<file path="src/rtl/i2cs_pkg.sv">
package i2cs_pkg;
  localparam int BYTE_W = 8;

  typedef enum logic [3:0] {
    ST_IDLE, ST_ADDR, ST_ADDR_ACK, ST_CMD, ST_CMD_ACK,
    ST_WR, ST_WR_ACK, ST_RD, ST_RD_ACK
  } st_e;
endpackage

</file>
<file path="src/rtl/i2cs_filter.sv">
module i2cs_filter #(
  parameter int CNT = 12
) (
  input  logic clk_i,
  input  logic rst_ni,
  input  logic d_i,
  output logic q_o
);
  localparam int CW = $clog2(CNT + 1);

  logic [1:0]    sync_q;
  logic          q_q;
  logic [CW-1:0] cnt_q;

  always_ff @(posedge clk_i or negedge rst_ni) begin
    if (!rst_ni) begin
      sync_q <= 2'b11;
      q_q    <= 1'b1;
      cnt_q  <= '0;
    end else begin
      sync_q <= {sync_q[0], d_i};
      if (sync_q[1] == q_q) begin
        cnt_q <= '0;
      end else if (cnt_q == CW'(CNT - 1)) begin
        q_q   <= sync_q[1];
        cnt_q <= '0;
      end else begin
        cnt_q <= cnt_q + 1'b1;
      end
    end
  end

  assign q_o = q_q;
endmodule

</file>
<file path="src/rtl/i2cs_cond.sv">
module i2cs_cond (
  input  logic clk_i,
  input  logic rst_ni,
  input  logic scl_i,
  input  logic sda_i,
  output logic start_o,
  output logic stop_o,
  output logic rise_o,
  output logic fall_o
);
  logic scl_q, sda_q;

  always_ff @(posedge clk_i or negedge rst_ni) begin
    if (!rst_ni) begin
      scl_q <= 1'b1;
      sda_q <= 1'b1;
    end else begin
      scl_q <= scl_i;
      sda_q <= sda_i;
    end
  end

  assign start_o = scl_q & scl_i & sda_q & ~sda_i;
  assign stop_o  = scl_q & scl_i & ~sda_q & sda_i;
  assign rise_o  = ~scl_q & scl_i;
  assign fall_o  = scl_q & ~scl_i;
endmodule

</file>
<file path="src/rtl/i2cs_ctrl.sv">
module i2cs_ctrl
  import i2cs_pkg::*;
#(
  parameter int PTR_W = 7
) (
  input  logic              clk_i,
  input  logic              rst_ni,
  input  logic              start_i,
  input  logic              stop_i,
  input  logic              rise_i,
  input  logic              fall_i,
  input  logic              sda_i,
  input  logic [6:0]        dev_addr_i,
  input  logic [BYTE_W-1:0] rdata_i,
  output logic              sda_oe_o,
  output logic [PTR_W-1:0]  ptr_o,
  output logic              wr_o,
  output logic [BYTE_W-1:0] wdata_o,
  output logic              rd_o
);
  st_e               st_q;
  logic [3:0]        cnt_q;
  logic [BYTE_W-1:0] sh_q, tx_q, wdata_q;
  logic [PTR_W-1:0]  ptr_q, ptr_inc;
  logic              mack_q, wr_q, rd_q;

  // saturate at all-ones
  assign ptr_inc = (ptr_q == '1) ? ptr_q : ptr_q + 1'b1;

  always_ff @(posedge clk_i or negedge rst_ni) begin
    if (!rst_ni) begin
      st_q    <= ST_IDLE;
      cnt_q   <= '0;
      sh_q    <= '0;
      tx_q    <= '0;
      wdata_q <= '0;
      ptr_q   <= '0;
      mack_q  <= 1'b0;
      wr_q    <= 1'b0;
      rd_q    <= 1'b0;
    end else begin
      wr_q <= 1'b0;
      rd_q <= 1'b0;
      if (start_i) begin
        st_q  <= ST_ADDR;
        cnt_q <= '0;
      end else if (stop_i) begin
        st_q <= ST_IDLE;
      end else begin
        unique case (st_q)
          ST_ADDR, ST_CMD, ST_WR: begin
            if (rise_i) begin
              sh_q  <= {sh_q[BYTE_W-2:0], sda_i};
              cnt_q <= cnt_q + 1'b1;
            end else if (fall_i && cnt_q == 4'd8) begin
              cnt_q <= '0;
              if (st_q == ST_ADDR)
                st_q <= (sh_q[7:1] == dev_addr_i) ? ST_ADDR_ACK : ST_IDLE;
              else if (st_q == ST_CMD)
                st_q <= ST_CMD_ACK;
              else
                st_q <= ST_WR_ACK;
            end
          end
          ST_ADDR_ACK: begin
            if (fall_i) begin
              if (sh_q[0]) begin
                st_q <= ST_RD;
                tx_q <= rdata_i;
                rd_q <= 1'b1;
              end else begin
                st_q <= ST_CMD;
              end
            end
          end
          ST_CMD_ACK: begin
            if (rise_i) ptr_q <= sh_q[PTR_W-1:0];
            if (fall_i) st_q <= ST_WR;
          end
          ST_WR_ACK: begin
            if (rise_i) begin
              wr_q    <= 1'b1;
              wdata_q <= sh_q;
            end
            if (fall_i) begin
              st_q  <= ST_WR;
              ptr_q <= ptr_inc;
            end
          end
          ST_RD: begin
            if (rise_i) begin
              cnt_q <= cnt_q + 1'b1;
            end else if (fall_i) begin
              if (cnt_q == 4'd8) begin
                st_q  <= ST_RD_ACK;
                cnt_q <= '0;
                ptr_q <= ptr_inc;
              end else begin
                tx_q <= {tx_q[BYTE_W-2:0], 1'b0};
              end
            end
          end
          ST_RD_ACK: begin
            if (rise_i) begin
              mack_q <= ~sda_i;
            end else if (fall_i) begin
              if (mack_q) begin
                st_q <= ST_RD;
                tx_q <= rdata_i;
                rd_q <= 1'b1;
              end else begin
                st_q <= ST_IDLE;
              end
            end
          end
          default: st_q <= ST_IDLE;
        endcase
      end
    end
  end

  always_comb begin
    unique case (st_q)
      ST_ADDR_ACK, ST_CMD_ACK, ST_WR_ACK: sda_oe_o = 1'b1;
      ST_RD:                              sda_oe_o = ~tx_q[BYTE_W-1];
      default:                            sda_oe_o = 1'b0;
    endcase
  end

  assign ptr_o   = ptr_q;
  assign wr_o    = wr_q;
  assign wdata_o = wdata_q;
  assign rd_o    = rd_q;
endmodule

</file>
<file path="src/rtl/i2c_cmd_slave.sv">
module i2c_cmd_slave
  import i2cs_pkg::*;
#(
  parameter int         FILT_CNT    = 12,
  parameter int         PTR_W       = 7,
  parameter logic [2:0] ADDR_PREFIX = 3'b100
) (
  input  logic              clk_i,
  input  logic              rst_ni,
  input  logic              scl_i,
  input  logic              sda_i,
  output logic              sda_oe_o,
  input  logic [1:0]        addr_hi_i,
  input  logic [1:0]        addr_lo_i,
  output logic [PTR_W-1:0]  reg_addr_o,
  output logic              reg_wr_o,
  output logic [BYTE_W-1:0] reg_wdata_o,
  output logic              reg_rd_o,
  input  logic [BYTE_W-1:0] reg_rdata_i
);
  localparam int NLINES = 2;

  logic [NLINES-1:0] raw, filt;
  logic start, stop, rise, fall;

  assign raw = {scl_i, sda_i};

  for (genvar i = 0; i < NLINES; i++) begin : g_filt
    i2cs_filter #(.CNT(FILT_CNT)) u_filt (
      .clk_i (clk_i),
      .rst_ni(rst_ni),
      .d_i   (raw[i]),
      .q_o   (filt[i])
    );
  end

  i2cs_cond u_cond (
    .clk_i  (clk_i),
    .rst_ni (rst_ni),
    .scl_i  (filt[1]),
    .sda_i  (filt[0]),
    .start_o(start),
    .stop_o (stop),
    .rise_o (rise),
    .fall_o (fall)
  );

  i2cs_ctrl #(.PTR_W(PTR_W)) u_ctrl (
    .clk_i     (clk_i),
    .rst_ni    (rst_ni),
    .start_i   (start),
    .stop_i    (stop),
    .rise_i    (rise),
    .fall_i    (fall),
    .sda_i     (filt[0]),
    .dev_addr_i({ADDR_PREFIX, addr_hi_i, addr_lo_i}),
    .rdata_i   (reg_rdata_i),
    .sda_oe_o  (sda_oe_o),
    .ptr_o     (reg_addr_o),
    .wr_o      (reg_wr_o),
    .wdata_o   (reg_wdata_o),
    .rd_o      (reg_rd_o)
  );
endmodule

</file>
<file path="config.mk">
export PLATFORM = sky130hd
export DESIGN_NAME = i2c_cmd_slave
export DESIGN_NICKNAME = d
export VERILOG_FILES = /design/src/rtl/i2cs_pkg.sv /design/src/rtl/i2cs_filter.sv /design/src/rtl/i2cs_cond.sv /design/src/rtl/i2cs_ctrl.sv /design/src/rtl/i2c_cmd_slave.sv
export SDC_FILE = /design/constraint.sdc
export NUM_CORES = 1
export LEC_CHECK = 0
export ABC_AREA = 1
export BUFFER_PORTS_ARGS = -buffer_cell sky130_fd_sc_hd__buf_4
export CAP_MARGIN = 20
export CORE_MARGIN = 1
export CORE_UTILIZATION = 40
export DETAILED_ROUTE_END_ITERATION = 6
export GPL_TIMING_DRIVEN = 1
export PLACE_DENSITY = 0.64
export REMOVE_ABC_BUFFERS = 1
export SETUP_SLACK_MARGIN = 0.4
export SLEW_MARGIN = 20
export SYNTH_ARGS = -nofsm -noshare
export SYNTH_HDL_FRONTEND = slang
export SYNTH_SLANG_ARGS = --single-unit
</file>
<file path="constraint.sdc">
create_clock -name clk_i -period 5.8 [get_ports clk_i]
set_clock_uncertainty 0.05 [all_clocks]
set_input_delay 0 -clock clk_i [delete_from_list [all_inputs] [get_ports clk_i]]
set_output_delay 0 -clock clk_i [all_outputs]
set_load 0.005 [all_outputs]
</file>
==> metrics.cfg, run 1 <==
[synthesis]
synth-simple-area-share = 0.302
syn-mean-instance-area_um2 = 8.06
synth_cell_types = 34
synthMuxAreaShare = 0
synthesis.area_um2 = 3040
synth_top_family_by_area = simple AND/OR/NAND/NOR gates
synthCells = 377
ys_seq_elements = 58
synth_top_area_frac = 0.412
synthArstFlopShare = 1.00
synth_compound_area_frac = 0.103
synth_seq_area_share = 0.481
synthAdderAreaFrac = 0.0329
synthXorXnorAreaFrac = 0.0259
synth.most_common_cell = nand2_1
ys.flop_type = dfrtp_1
synth_largest_area_cell = dfrtp_1
yosys-top-cells-area = dfrtp_1 (41%), nand2_1 (14%), dfstp_2 (6.9%), nand3_1 (4.9%), o21ai_0 (4.6%)
ys_top_cells_by_count = nand2_1 (110), dfrtp_1 (50), nor2_1 (37)
yosysWarnings = 0
synth_edf_count = 0

[sta]
worst_pin_slew_ns = 0.800
timing.final.hold_violations = 0
setup-tns-final_ns = 0
report.final.slew_viol_count = 0
min_period_ns = 2.14
setup_viol_count_final = 0
fmax_mhz = 468
setup_ws_ns = 3.66
grt_setup_unrepaired = no
max_slew_margin = 0.463
fin_crit_sh = 0.369

[critical_path]
cp.required_ns = 5.95
path_cells = ha_1, inv_1, nor4_4, a21oi_1
path_max_fanout = 17
cp-start-kind = register
reg2reg_slack_ns = 3.66
ff2ff_path_depth = 4
crit_family = simple AND/OR/NAND/NOR gates
slowest_stage = nor4_4
cp_data_arrival_time_ns = 2.29
crit_start = g_filt[1].u_filt.q_o$_DFFE_PN1P_
regToRegStartpoint = g_filt[1].u_filt.q_o$_DFFE_PN1P_
cp-end-kind = register
cp.depth = 4
cp_num_buf_inv = 1
max_stage_delay_ns = 0.77
crit_path_end = u_ctrl.wdata_o[1]$_DFFE_PN0P_
path_class = register to register
r2r_end = u_ctrl.wdata_o[1]$_DFFE_PN0P_

[cts]
clk_pin_slew_worst_paths_ns = 0.07
cts_post_setup_buffers_inserted = 0
tritoncts = done
clock_path_buffers = 2
root_buffer = clkbuf_8
insertion_delay_ns = 0.34
clock-sinks = 58
cts_resized = 0
numCtsBuffers = 9
cts.htree.levels = 3

[routing]
routed-wl-met3_um = 326
routedWlPerCell_um = 11.9
viasPerCell = 4.86
route.vias.total = 2585
ant_nets = 0
drt-pass1-iter-count = 5
drt_wl_total_um = 6330
top_layer = met4
met1Wirelength_um = 2900
wl_met2_um = 3030
drt_iter0_drc = 137
drc = 0

[global_routing]
grt_overflow_total = 0
grt_max_degree = 59
antenna_found_initial = 0
grt_pass1_vias = 2431
grtUsageTotal = 0.183
grt_pass1_wl_um = 11000

[cells_and_area]
area_growth_pct = 22.2
layout-drive-gt1-share = 0.187
final_util = 0.509
layout.nets = 452
antenna_cells = 0
postLayoutCellArea_um2 = 3710

[min_path]
min_path_type = primary input to register

[floorplanning]
initial_utilization = 0.417
die_w_um = 89.2
io_pins = 34
core_area_um2 = 7290
die_y_um = 89.2
rows = 31
fp.dieArea_um2 = 7950

[placed_design]
io_buffers = 33
postPlaceCellArea_um2 = 3390
place_ws_ns = 3.61
routabilityCongestion = 0.889
hpwlAfterDp_um = 4410

[power_and_ir_drop]
p_per_area_nw_per_um2 = 251
peakVddDrop_mv = 0.188
leakagePower_nw = 1.81

[run]
max-cap-violations = 0

[run_status]
status = finished clean

==> placed cells by master, fill, tap and decap left out, types with 3 or more instances in the layout <==
| master | n |
|---|---|
| clkbuf_8 | 9 |
| nand3_1 | 30 |
| inv_1 | 33 |
| ha_1 | 8 |
| a21oi_1 | 15 |
| nand2_2 | 6 |
| nor2_4 | 3 |
| nand2_1 | 110 |
| nor2_1 | 37 |
| dfrtp_1 | 50 |
| nand3b_1 | 3 |
| xor2_1 | 3 |
| dfstp_2 | 8 |
| dlygate4sd3_1 | 11 |
| nand4_1 | 4 |
| o21ai_1 | 8 |
| inv_2 | 4 |
| o21ai_0 | 28 |
| buf_4 | 33 |
| xnor2_1 | 6 |
==> power by group <==
group / internal [mW] / switching (mW) / leakage (nW)
combinational: 0.0299 / 0.0336 / 0.944
clock: 0.241 / 0.168 / 0.105
sequential: 0.441 / 0.0192 / 0.756
total: 0.711 / 0.221 / 1.81
==> sequential cells by signal, indices dropped and copies added, names as in the netlist <==
| name | flops |
|---|---|
| u_cond.scl_q | 1 |
| u_ctrl.st_q | 4 |
| u_ctrl.wr_o | 1 |
| g_filt.u_filt.cnt_q | 8 |
| g_filt.u_filt.sync_q | 4 |
| u_ctrl.cnt_q | 4 |
| u_ctrl.sh_q | 8 |
| u_ctrl.mack_q | 1 |
| u_ctrl.wdata_o | 8 |
| u_ctrl.ptr_o | 7 |
| u_ctrl.tx_q | 8 |
| g_filt.u_filt.q_o | 2 |
| u_ctrl.rd_o | 1 |
| u_cond.sda_q | 1 |
==> kinds of logic after synthesis <==
family	after synthesis
AOI/OAI and AO/OA	57
xor gates and xnor gates	9
adders and majority gates	8
buffers and inverters	42
DFF	58
and+or+nand+nor	203
==> final cells by class <==
| class | instances | area [um2] |
|---|---|---|
| fill | 707 | 3580 |
| timing repair buffer | 44 | 358 |
| clock inverter | 7 | 93.8 |
| sequential | 58 | 1460 |
| inverter | 38 | 143 |
| tap | 99 | 124 |
| clock buffer | 9 | 124 |
| multi-input combinational | 277 | 1410 |
==> through the flow <==
step | power, mW | cells | hold WS (ns)
after global routing | 0.976 | 532 | 0.189
after CTS | 0.948 | 532 | 0.140
after floorplan | 0.498 | 373 | -0.346
after global placement | 0.523 | 505 | 0.0586
after detailed placement | 0.527 | 505 | 0.0599
final | 0.932 | 532 | 0.151
==> worst min path at each step <==
stage / start / endpoint / depth (start not counted)
final: addr_hi_i[1] / u_ctrl.st_q[1]$_DFFE_PN0P_ / 6
after global routing: addr_hi_i[1] / u_ctrl.st_q[1]$_DFFE_PN0P_ / 6
after CTS: addr_hi_i[1] / u_ctrl.st_q[1]$_DFFE_PN0P_ / 6
after detailed placement: rst_ni / u_ctrl.wdata_o[1]$_DFFE_PN0P_ / 1
after global placement: rst_ni / u_ctrl.wr_o$_DFF_PN0_ / 1
after floorplan: rst_ni / g_filt[0].u_filt.cnt_q[0]$_DFF_PN0_ / 0
==> worst register-to-register path, stage by stage, from the launching register on <==
cell	delay [ns]
dfstp_2	0.57
ha_1	0.26
inv_1	0.19
nor4_4	0.77
a21oi_1	0.16
==> layer usage <==
metal,vias to the layer above,global-route usage
met5,-,0
met1,1184,0.235
li1,1321,-
met2,72,0.298
met4,0,0.0577
met3,8,0.0536
==> repair_timing <==
| item | CTS | global route |
|---|---|---|
| hold endpoints to repair | 60 | 0 |
| hold buffers | 11 | 0 |
| endpoints found under the setup margin | 0 | 0 |
Power figures use the tool's default switching activity.
==> inputs of run 2 (changes only) <==
ABC_AREA = 0   (was 1)
PLACE_DENSITY = 0.66   (was 0.64)
clock period = 1.9 ns   (was 5.8 ns; I/O delays follow)
==> metrics.cfg, run 2 <==
[synthesis]
synth_top_family_by_area = simple AND/OR/NAND/NOR gates
synth_largest_area_cell = dfrtp_1
ys_seq_elements = 58
yosysWarnings = 0
synth_edf_count = 0
syn-mean-instance-area_um2 = 10.4
ys.flop_type = dfrtp_1
synth_compound_area_frac = 0.117
synth_cell_types = 52
synthAdderAreaFrac = 0.0333
yosys-top-cells-area = dfrtp_1 (42%), mux2_2 (9.8%), dfstp_2 (7.0%), nand2_1 (4.8%), a21oi_1 (3.5%)
synthesis.area_um2 = 3000
synthMuxAreaShare = 0.111
synthXorXnorAreaFrac = 0.0263
synth_seq_area_share = 0.487
synthArstFlopShare = 1.00
ys_top_cells_by_count = dfrtp_1 (50), nand2_1 (38), mux2_2 (26)
synth-simple-area-share = 0.190
synth_top_area_frac = 0.417
synthCells = 289
synth.most_common_cell = dfrtp_1

[run]
max-cap-violations = 0

[sta]
hold_slack_ns = 0.224
report.final.slew_viol_count = 0
worst_pin_slew_ns = 0.736
min_period_ns = 2.02
setup_viol_count_final = 15
max_slew_margin = 0.509
timing.final.hold_violations = 0
fin_crit_sh = 1.06
grt_setup_unrepaired = yes
setup-tns-final_ns = -0.995
setup_ws_ns = -0.116
fmax_mhz = 496

[global_routing]
grt_pass1_vias = 2369
met3_usage = 0.0345
grtUsageMet2 = 0.290
grt_busiest_layer = met2
use_met1 = 0.250
grt_max_degree = 59
grtUsageTotal = 0.186
antenna_found_initial = 0
grt_pass1_wl_um = 11000
grt_overflow_total = 0

[routing]
drt-pass1-iter-count = 4
routedWlPerCell_um = 16.4
viasPerCell = 5.26
ant_nets = 0
drt_iter0_drc = 136
drc = 0
route.vias.total = 2578
drt_wl_total_um = 8030

[floorplanning]
io_pins = 34
rows = 31
initial_utilization = 0.414
fp.dieArea_um2 = 7850
die_y_um = 88.6
die_w_um = 88.6
core_area_um2 = 7250

[critical_path]
cp.required_ns = 2.08
path_class = register to register
path_max_fanout = 3
cp_num_buf_inv = 1
cp_data_arrival_time_ns = 2.19
cp-start-kind = register
slowest_stage = dfstp_2
crit_family = flip-flops
max_stage_delay_ns = 0.57
path_cells = buf_6, ha_4, nor2_2, nor3_2, and4_4, o21a_1, mux2_4
cp-end-kind = register

[placed_design]
hpwlAfterDp_um = 4460
place_ws_ns = -0.120
io_buffers = 33
routabilityCongestion = 0.864

[cts]
clk_pin_slew_worst_paths_ns = 0.07
insertion_delay_ns = 0.34
root_buffer = clkbuf_8
cts.htree.levels = 3
numCtsBuffers = 9
clock-sinks = 58
tritoncts = done
clock_path_buffers = 2

[cells_and_area]
final_cell_mix = buf_4 (64), dfrtp_1 (49), nand2_1 (37), mux2_4 (24)
area_growth_pct = 52.7
layout.nets = 410
final_common_cell = buf_4
layout-drive-gt1-share = 0.488
final_util = 0.632
antenna_cells = 0

[min_path]
min_path_type = primary input to async pin

[power_and_ir_drop]
leakagePower_nw = 2.09
p_total_mw = 3.05
p_per_area_nw_per_um2 = 665
peakVddDrop_mv = 0.633

[run_status]
violations = negative setup slack
status = finished, violations left

## run 2: cell types whose count changed after synthesis, moves of 5 or more
cell,change
nand2_1,-72
mux2_2,+26
inv_1,-21
o21ai_0,-21
nand3_1,-17
nor2_1,-17
nor2b_1,+8
o21ai_1,-8
a21oi_1,+6
buf_2,+6
nand2_2,-6
nor3b_1,+5
## run 2: repair_timing
item	in CTS	in global routing
cloned	0	2
endpoints found under the hold margin	60	0
pin swaps	18	27
setup buffers	4	16
setup endpoints to repair	42	43
gates resized for setup	45	72
hold buffers	11	0
## run 2: layout make-up
class / count / area [um2]
fillers: 557 / 2670
multi-input cells: 208 / 1820
flip-flops and latches: 58 / 1460
repair buffers: 97 / 891
clock buffers: 10 / 128
well taps: 99 / 124
clock inverters: 6 / 105
inverters: 12 / 53.8
## run 2: power by group
group | leakage [nW] | switching, mW | internal, mW
Clock | 0.120 | 0.508 | 0.865
Sequential | 0.739 | 0.0221 | 1.26
Combinational | 1.23 | 0.192 | 0.199
## run 2: worst register-to-register path: cells and delay by family (launching register included)
family / cells / cell delay (ns)
adder cells (fa/ha/maj): 1 / 0.16
multiplexers: 1 / 0.31
buffers and inverters: 1 / 0.13
flip-flops: 1 / 0.57
AO/OA/AOI/OAI: 1 / 0.19
AND/OR/NAND/NOR: 3 / 0.50
## run 2: worst paths after layout
path / startpoint / end / slack (ns) / cells past startpoint
hold / removal: rst_ni / u_ctrl.wdata_o[5]$_DFFE_PN0P_ / 0.22 / 2
max in group asynchronous: rst_ni / u_ctrl.st_q[2]$_DFFE_PN0P_ / 1.06 / 2
min in group clk_i: sda_i / g_filt[0].u_filt.sync_q[0]$_DFF_PN1_ / 0.26 / 2
hold reg to reg: g_filt[1].u_filt.sync_q[0]$_DFF_PN1_ / g_filt[1].u_filt.sync_q[1]$_DFF_PN1_ / 0.31 / 0
setup / recovery: g_filt[1].u_filt.q_o$_DFFE_PN1P_ / u_ctrl.ptr_o[1]$_DFFE_PN0P_ / -0.12 / 7
setup reg to reg: g_filt[1].u_filt.q_o$_DFFE_PN1P_ / u_ctrl.ptr_o[1]$_DFFE_PN0P_ / -0.12 / 7
## run 2: logic make-up (layout without fill, tap and decap cells)
kind of cell / Yosys count / after routing
xor gates and xnor gates: 9 / 9
muxes: 30 / 30
adders and majority gates: 8 / 8
DFF: 58 / 58
and+or+nand+nor: 110 / 110
buffers and inverters: 23 / 125
AOI/OAI and AO/OA: 51 / 51
## run 2: per-layer routing
layer / share of wire / vias to the layer above
met5: 0 / -
met4: 0.023 / 0
met3: 0.035 / 15
met2: 0.50 / 61
met1: 0.44 / 1286
li1: - / 1216
## run 2: per-stage QoR
stage          instance area, um2  cells
4_1_cts                      4110    472
5_1_grt                      4580    490
3_5_place_dp                 3570    441
6_report                     4580    490
2_1_floorplan                2940    278
3_3_place_gp                 3570    441
